### config.mk
export PLATFORM = sky130hd
export DESIGN_NAME = dpc_arbiter
export DESIGN_NICKNAME = d
export VERILOG_FILES = /design/src/rtl/dpc_pkg.sv /design/src/rtl/dpc_rst_sync.sv /design/src/rtl/dpc_port_track.sv /design/src/rtl/dpc_owner.sv /design/src/rtl/dpc_out.sv /design/src/rtl/dpc_arbiter.sv
export SDC_FILE = /design/constraint.sdc
export NUM_CORES = 1
export LEC_CHECK = 0
export ABC_AREA = 0
export BUFFER_PORTS_ARGS = -buffer_cell sky130_fd_sc_hd__buf_2
export CAP_MARGIN = 5
export CORE_UTILIZATION = 54
export CTS_BUF_LIST = sky130_fd_sc_hd__clkbuf_2
export DETAILED_ROUTE_END_ITERATION = 10
export PLACE_DENSITY_LB_ADDON = 0.3
export SYNTH_ARGS = -nofsm -noshare
export SYNTH_HDL_FRONTEND = slang
export SYNTH_SLANG_ARGS = --single-unit
### constraint.sdc
create_clock -name clk -period 2.4 [get_ports clk]
set_clock_uncertainty 0.05 [all_clocks]
set_input_delay 0.48 -clock clk [delete_from_list [all_inputs] [get_ports clk]]
set_output_delay 0.48 -clock clk [all_outputs]
set_load 0.02 [all_outputs]
### src/rtl/dpc_pkg.sv
`timescale 1ns/1ps
package dpc_pkg;
  typedef enum logic [1:0] {
    OWN_NONE = 2'd0,
    OWN_A    = 2'd1,
    OWN_B    = 2'd2
  } owner_e;

  localparam int unsigned NUM_PORTS = 2;
endpackage

### src/rtl/dpc_rst_sync.sv
`timescale 1ns/1ps
module dpc_rst_sync #(
  parameter int unsigned STAGES = 2
) (
  input  logic clk,
  input  logic rst_n,
  output logic rst_sync_n
);
  logic [STAGES-1:0] sync_q;
  logic [STAGES-1:0] sync_d;

  always_comb begin
    sync_d = {sync_q[STAGES-2:0], 1'b1};
  end

  always_ff @(posedge clk or negedge rst_n) begin
    if (!rst_n) begin
      sync_q <= '0;
    end else begin
      sync_q <= sync_d;
    end
  end

  assign rst_sync_n = sync_q[STAGES-1];
endmodule

### src/rtl/dpc_port_track.sv
`timescale 1ns/1ps
module dpc_port_track #(
  parameter int unsigned ADDR_W = 4
) (
  input  logic              clk,
  input  logic              rst_n,
  input  logic              cs_n,
  input  logic [ADDR_W-1:0] addr,
  output logic              on,
  output logic              stay
);
  logic              on_q;
  logic [ADDR_W-1:0] addr_q;
  logic [ADDR_W-1:0] addr_d;
  logic              addr_en;

  assign on = ~cs_n;

  // The port was already sitting on this very address last cycle.
  assign stay = on & on_q & (addr == addr_q);

  always_comb begin
    addr_en = on;
    addr_d  = addr_en ? addr : addr_q;
  end

  always_ff @(posedge clk or negedge rst_n) begin
    if (!rst_n) begin
      on_q   <= 1'b0;
      addr_q <= '0;
    end else begin
      on_q   <= on;
      addr_q <= addr_d;
    end
  end
endmodule

### src/rtl/dpc_owner.sv
`timescale 1ns/1ps
module dpc_owner
  import dpc_pkg::*;
#(
  parameter bit TIE_ALT = 1'b1
) (
  input  logic       clk,
  input  logic       rst_n,
  input  logic       master,
  input  logic       match,
  input  logic [1:0] stay,
  output owner_e     owner
);
  owner_e owner_q;
  owner_e owner_d;
  logic   tie_q;
  logic   tie_d;
  logic   tie_ev;
  logic   tie_en;

  always_comb begin
    tie_ev  = 1'b0;
    owner_d = OWN_NONE;
    if (match) begin
      if ((stay == 2'b11) && (owner_q != OWN_NONE)) begin
        owner_d = owner_q;
      end else if (stay == 2'b01) begin
        owner_d = OWN_A;
      end else if (stay == 2'b10) begin
        owner_d = OWN_B;
      end else begin
        tie_ev  = 1'b1;
        owner_d = (TIE_ALT && tie_q) ? OWN_B : OWN_A;
      end
    end
  end

  always_comb begin
    tie_en = tie_ev & master & TIE_ALT;
    tie_d  = tie_en ? ~tie_q : tie_q;
  end

  always_ff @(posedge clk or negedge rst_n) begin
    if (!rst_n) begin
      owner_q <= OWN_NONE;
      tie_q   <= 1'b0;
    end else begin
      owner_q <= owner_d;
      tie_q   <= tie_d;
    end
  end

  assign owner = owner_d;
endmodule

### src/rtl/dpc_out.sv
`timescale 1ns/1ps
module dpc_out
  import dpc_pkg::*;
(
  input  logic       rst_ok,
  input  logic       master,
  input  logic       match,
  input  owner_e     owner,
  input  logic [1:0] on,
  input  logic [1:0] we_n,
  input  logic [1:0] busy_in_n,
  output logic [1:0] busy_n,
  output logic [1:0] wr_stb
);
  logic [1:0] arb_busy_n;

  always_comb begin
    arb_busy_n[0] = ~(match & (owner == OWN_B));
    arb_busy_n[1] = ~(match & (owner == OWN_A));
  end

  for (genvar p = 0; p < NUM_PORTS; p++) begin : g_port
    always_comb begin
      if (!rst_ok) begin
        busy_n[p] = 1'b1;
      end else if (master) begin
        busy_n[p] = arb_busy_n[p];
      end else begin
        busy_n[p] = busy_in_n[p];
      end
      wr_stb[p] = rst_ok & on[p] & ~we_n[p] & busy_n[p];
    end
  end
endmodule

### src/rtl/dpc_arbiter.sv
`timescale 1ns/1ps
module dpc_arbiter
  import dpc_pkg::*;
#(
  parameter int unsigned ADDR_W     = 4,
  parameter bit          TIE_ALT    = 1'b1,
  parameter int unsigned SYNC_STAGES = 2
) (
  input  logic              clk,
  input  logic              rst_n,
  input  logic              master_mode,
  input  logic              a_cs_n,
  input  logic              a_we_n,
  input  logic [ADDR_W-1:0] a_addr,
  input  logic              b_cs_n,
  input  logic              b_we_n,
  input  logic [ADDR_W-1:0] b_addr,
  input  logic              a_busy_in_n,
  input  logic              b_busy_in_n,
  output logic              a_busy_n,
  output logic              b_busy_n,
  output logic              a_wr_stb,
  output logic              b_wr_stb
);
  logic              rst_ok;
  logic              match;
  logic [1:0]        cs_n_v;
  logic [1:0]        we_n_v;
  logic [1:0]        on_v;
  logic [1:0]        stay_v;
  logic [1:0]        busy_in_v;
  logic [1:0]        busy_v;
  logic [1:0]        wr_v;
  logic [ADDR_W-1:0] addr_v [NUM_PORTS];
  owner_e            owner;

  assign cs_n_v    = {b_cs_n, a_cs_n};
  assign we_n_v    = {b_we_n, a_we_n};
  assign busy_in_v = {b_busy_in_n, a_busy_in_n};
  assign addr_v[0] = a_addr;
  assign addr_v[1] = b_addr;

  dpc_rst_sync #(.STAGES(SYNC_STAGES)) rst_sync_i (
    .clk        (clk),
    .rst_n      (rst_n),
    .rst_sync_n (rst_ok)
  );

  for (genvar p = 0; p < NUM_PORTS; p++) begin : g_track
    dpc_port_track #(.ADDR_W(ADDR_W)) track_i (
      .clk   (clk),
      .rst_n (rst_ok),
      .cs_n  (cs_n_v[p]),
      .addr  (addr_v[p]),
      .on    (on_v[p]),
      .stay  (stay_v[p])
    );
  end

  assign match = on_v[0] & on_v[1] & (addr_v[0] == addr_v[1]);

  dpc_owner #(.TIE_ALT(TIE_ALT)) owner_i (
    .clk    (clk),
    .rst_n  (rst_ok),
    .master (master_mode),
    .match  (match),
    .stay   (stay_v),
    .owner  (owner)
  );

  dpc_out out_i (
    .rst_ok    (rst_ok),
    .master    (master_mode),
    .match     (match),
    .owner     (owner),
    .on        (on_v),
    .we_n      (we_n_v),
    .busy_in_n (busy_in_v),
    .busy_n    (busy_v),
    .wr_stb    (wr_v)
  );

  assign a_busy_n = busy_v[0];
  assign b_busy_n = busy_v[1];
  assign a_wr_stb = wr_v[0];
  assign b_wr_stb = wr_v[1];
endmodule

==> run_results.csv <==
group,metric,value,unit
synthesis,synth_cell_types,32,
die,fp.dieW,42.5,µm
sta,finalSetupViolCount,4,
layout,fin_area,1180,µm²
routing,wl_per_cell,14.3,µm
routing,vias_per_cell,5.45,
min_path,hold_class,"register to async pin",
clocking,htreeDepth,1,
placed_design,dp_hpwl,1390,µm
placed_design,dp_cells,128,
grt,grt_pass1_vias,765,
grt,grt_max_degree,12,
sta,fin_ws,-0.457,ns
die,dieArea,1800,µm²
synthesis,synth_cells,83,
critical_path,crit_chain,"a222oi_1 -> and3_4 -> ha_2 -> o21bai_4 -> a21oi_2 -> a21oi_1 -> buf_4 -> a41oi_2 -> buf_4",
power,clkPwrFrac,19.4,%
sta,hold_viol_final,0,
flow_run,drv_cap,0,
power,internal_power,421,µW
power,power_density,515,nW/µm²
critical_path,critPathSlowestCell,"a222oi_1",
layout,stdcell_count,134,
critical_path,worst-path-buf-inv,2,
die,core_region_area,1520,µm²
critical_path,cp_max_fo,3,
synthesis,ys_warn_count,0,
clocking,cts_made_buffers,3,
clocking,clockBufferDepth,2,
critical_path,r2r_cells,8,
placed_design,place_ws,-0.354,ns
layout,area_growth,33.1,%
critical_path,crit_arrival,2.33,ns
layout,drive_gt1_share,49.2,%
critical_path,worst-path-stages,9,
routing,dr.pass1.iters,4,
power,p_leak,0.000535,µW
die,initial_core_util,58.0,%
clocking,clk_pin_slew_worst_paths,0.13,ns
power,p_switching,186,µW
grt,grt_pass1_wl,3260,µm
synthesis,synthArstFlopShare,100,%
critical_path,cp-start-kind,"register",
synthesis,syn_area,885,µm²
layout,nets,139,
synthesis,syn_avg_cell_area,10.7,µm²
routing,route.detailed.drc,0,
power,power_switching_share,30.7,%
sta,max_freq,350,MHz
placed_design,port_buffers,20,
placed_design,dpl_cell_area,1090,µm²
critical_path,crit_type,"register to primary output",
critical_path,cp.required,1.87,ns
routing,routed_wirelength,1920,µm
power,power,607,µW
critical_path,cpMostUsedCell,"buf_4",
placed_design,place_congestion,0.714,
sta,fin_crit_sh,119,%
grt,grt_use_total,24.7,%
synthesis,ys_seq_area_share,42.4,%
synthesis,synth_ff_type,"dfrtp_1",
critical_path,setup.worst_path.end_class,"primary output",
routing,drt_iter0_drc,16,
run_status,status,"finished with violations",
clocking,cts_tree,"yes",
synthesis,synth_seq_cells,15,
layout,n_antenna_cell,0,
routing,vias,730,
sta,rsz0062_at_grt,"true",
grt,antenna_found_initial,0,
clocking,cts_root_buf,"clkbuf_2",
power,seq_power_share,49.3,%
synthesis,synth-edff-count,0,
clocking,clkSinkCount,15,
sta,finalMaxSlewViolations,0,
power,p_comb_share,31.3,%
power,vdd_drop_max,0.402,mV
grt,grt-ovfl-total,0,
critical_path,crit_family,"compound AO/OA/AOI/OAI gates",
die,io_pins,21,
synthesis,synth_nets,103,
sta,period_minus_slack,2.86,ns
critical_path,cpPeakStageDelay,0.44,ns
run_status,violations,"setup timing",
layout,final_util,77.3,%
die,rows,14,
routing,antenna_left,0,
layout,fillers,114,
die,dieHeight,42.5,µm
clocking,insertion_delay,0.28,ns
==> power groups by stage <==
stage | registers [µW] | clock network [µW] | logic [µW]
final | 299 | 118 | 190
after global placement | 300 | 0 | 152
after detailed placement | 301 | 0 | 156
after CTS | 299 | 123 | 185
after floorplan | 298 | 0 | 97.0
after global routing | 302 | 129 | 205
==> area by class of cell <==
type                       count  area [µm²]  share of cell area (%)
inverter                       7        26.3                    2.23
timing repair buffer          34         218                    18.5
multi-input combinational     58         518                    44.0
clock buffer                   4        20.0                    1.70
sequential                    15         375                    31.9
tap                           16        20.0                    1.70
==> synthesized netlist by cell type (all sizes together) (2+ instances only) <==
library cell	count	area, µm²
nand2	4	15.0
o211ai	3	22.5
inv	7	26.3
a21oi	2	10.0
a31oi	2	12.5
nor2	5	37.5
xnor2	3	26.3
dfrtp	15	375
buf	2	15.0
nand2b	4	25.0
a41oi	2	17.5
o2111ai	2	41.3
xor2	4	35.0
mux2	5	56.3
nand3	2	10.0
nor3	4	25.0
nor3b	2	15.0
o21ai	4	20.0
ha	3	37.5
==> layout by cell type (no fill, tap or decap), types with 2 or more instances in the layout <==
cell type and instances:
nand2b_1 4, xor2_1 4, xnor2_1 3, nor3b_1 2, nand2_1 4, mux2_2 5
buf_2 16, ha_2 2, dfrtp_1 15, nor3_1 3, clkbuf_2 4, a41oi_2 2
nor2_1 3, o21ai_0 4, buf_4 17, nand3_1 2, inv_1 6, o211ai_1 3
==> path summary, 6_finish.rpt <==
path	from	to	slack, ns
hold / removal	rst_sync_i.sync_q[1]	owner_i.owner_q[1]	0.09
max in group asynchronous	rst_n	rst_sync_i.sync_q[0]	1.73
setup / recovery	g_track[0].track_i.addr_q[0]	b_busy_n	-0.46
min in group clk	a_cs_n	g_track[0].track_i.on_q	0.30
setup reg to reg	g_track[0].track_i.addr_q[0]	owner_i.owner_q[1]	0.41
hold reg to reg	rst_sync_i.sync_q[1]	owner_i.owner_q[1]	0.09
==> registers in the layout, indices dropped and copies added (netlist names) <==
signal	flops
owner_i.owner_q	2
owner_i.tie_q	1
g_track.track_i.addr_q	8
rst_sync_i.sync_q	2
g_track.track_i.on_q	2
==> cell families (layout without fill, tap and decap cells) <==
group                      after synthesis  in the layout  share of synthesized area [%]
AOI/OAI and AO/OA                       19             19                           17.5
and+or+nand+nor                         23             23                           15.8
xor gates and xnor gates                 7              7                           6.93
adders and majority gates                3              3                           4.24
buffers and inverters                   10             45                           6.22
DFF                                     15             15                           42.4
muxes                                    5              5                           6.36
other                                    1              1                          0.424
==> layer usage <==
metal | vias up | track usage, % | part of all wire, %
met3 | 4 | 7.76 | 3.7
met5 | - | 0 | 0
li1 | 361 | - | -
met2 | 18 | 43.7 | 52
met1 | 347 | 28.0 | 43
met4 | 0 | 7.50 | 1.3
==> stage by stage <==
stage,hold WS [ns],TNS (ns)
after floorplan,0.134,-0.00473
after global placement,0.0701,-1.00
after detailed placement,0.0798,-1.31
after CTS,0.0857,-1.45
after global routing,0.0963,-2.33
final,0.0888,-1.78
==> timing repair <==
item,in CTS,in global routing
pin swaps,6,2
hold endpoints to repair,2,0
setup endpoints to repair,4,4
hold buffers,1,0
buffers inserted,1,0
resized for setup,10,5
Power figures use the tool's default switching activity.
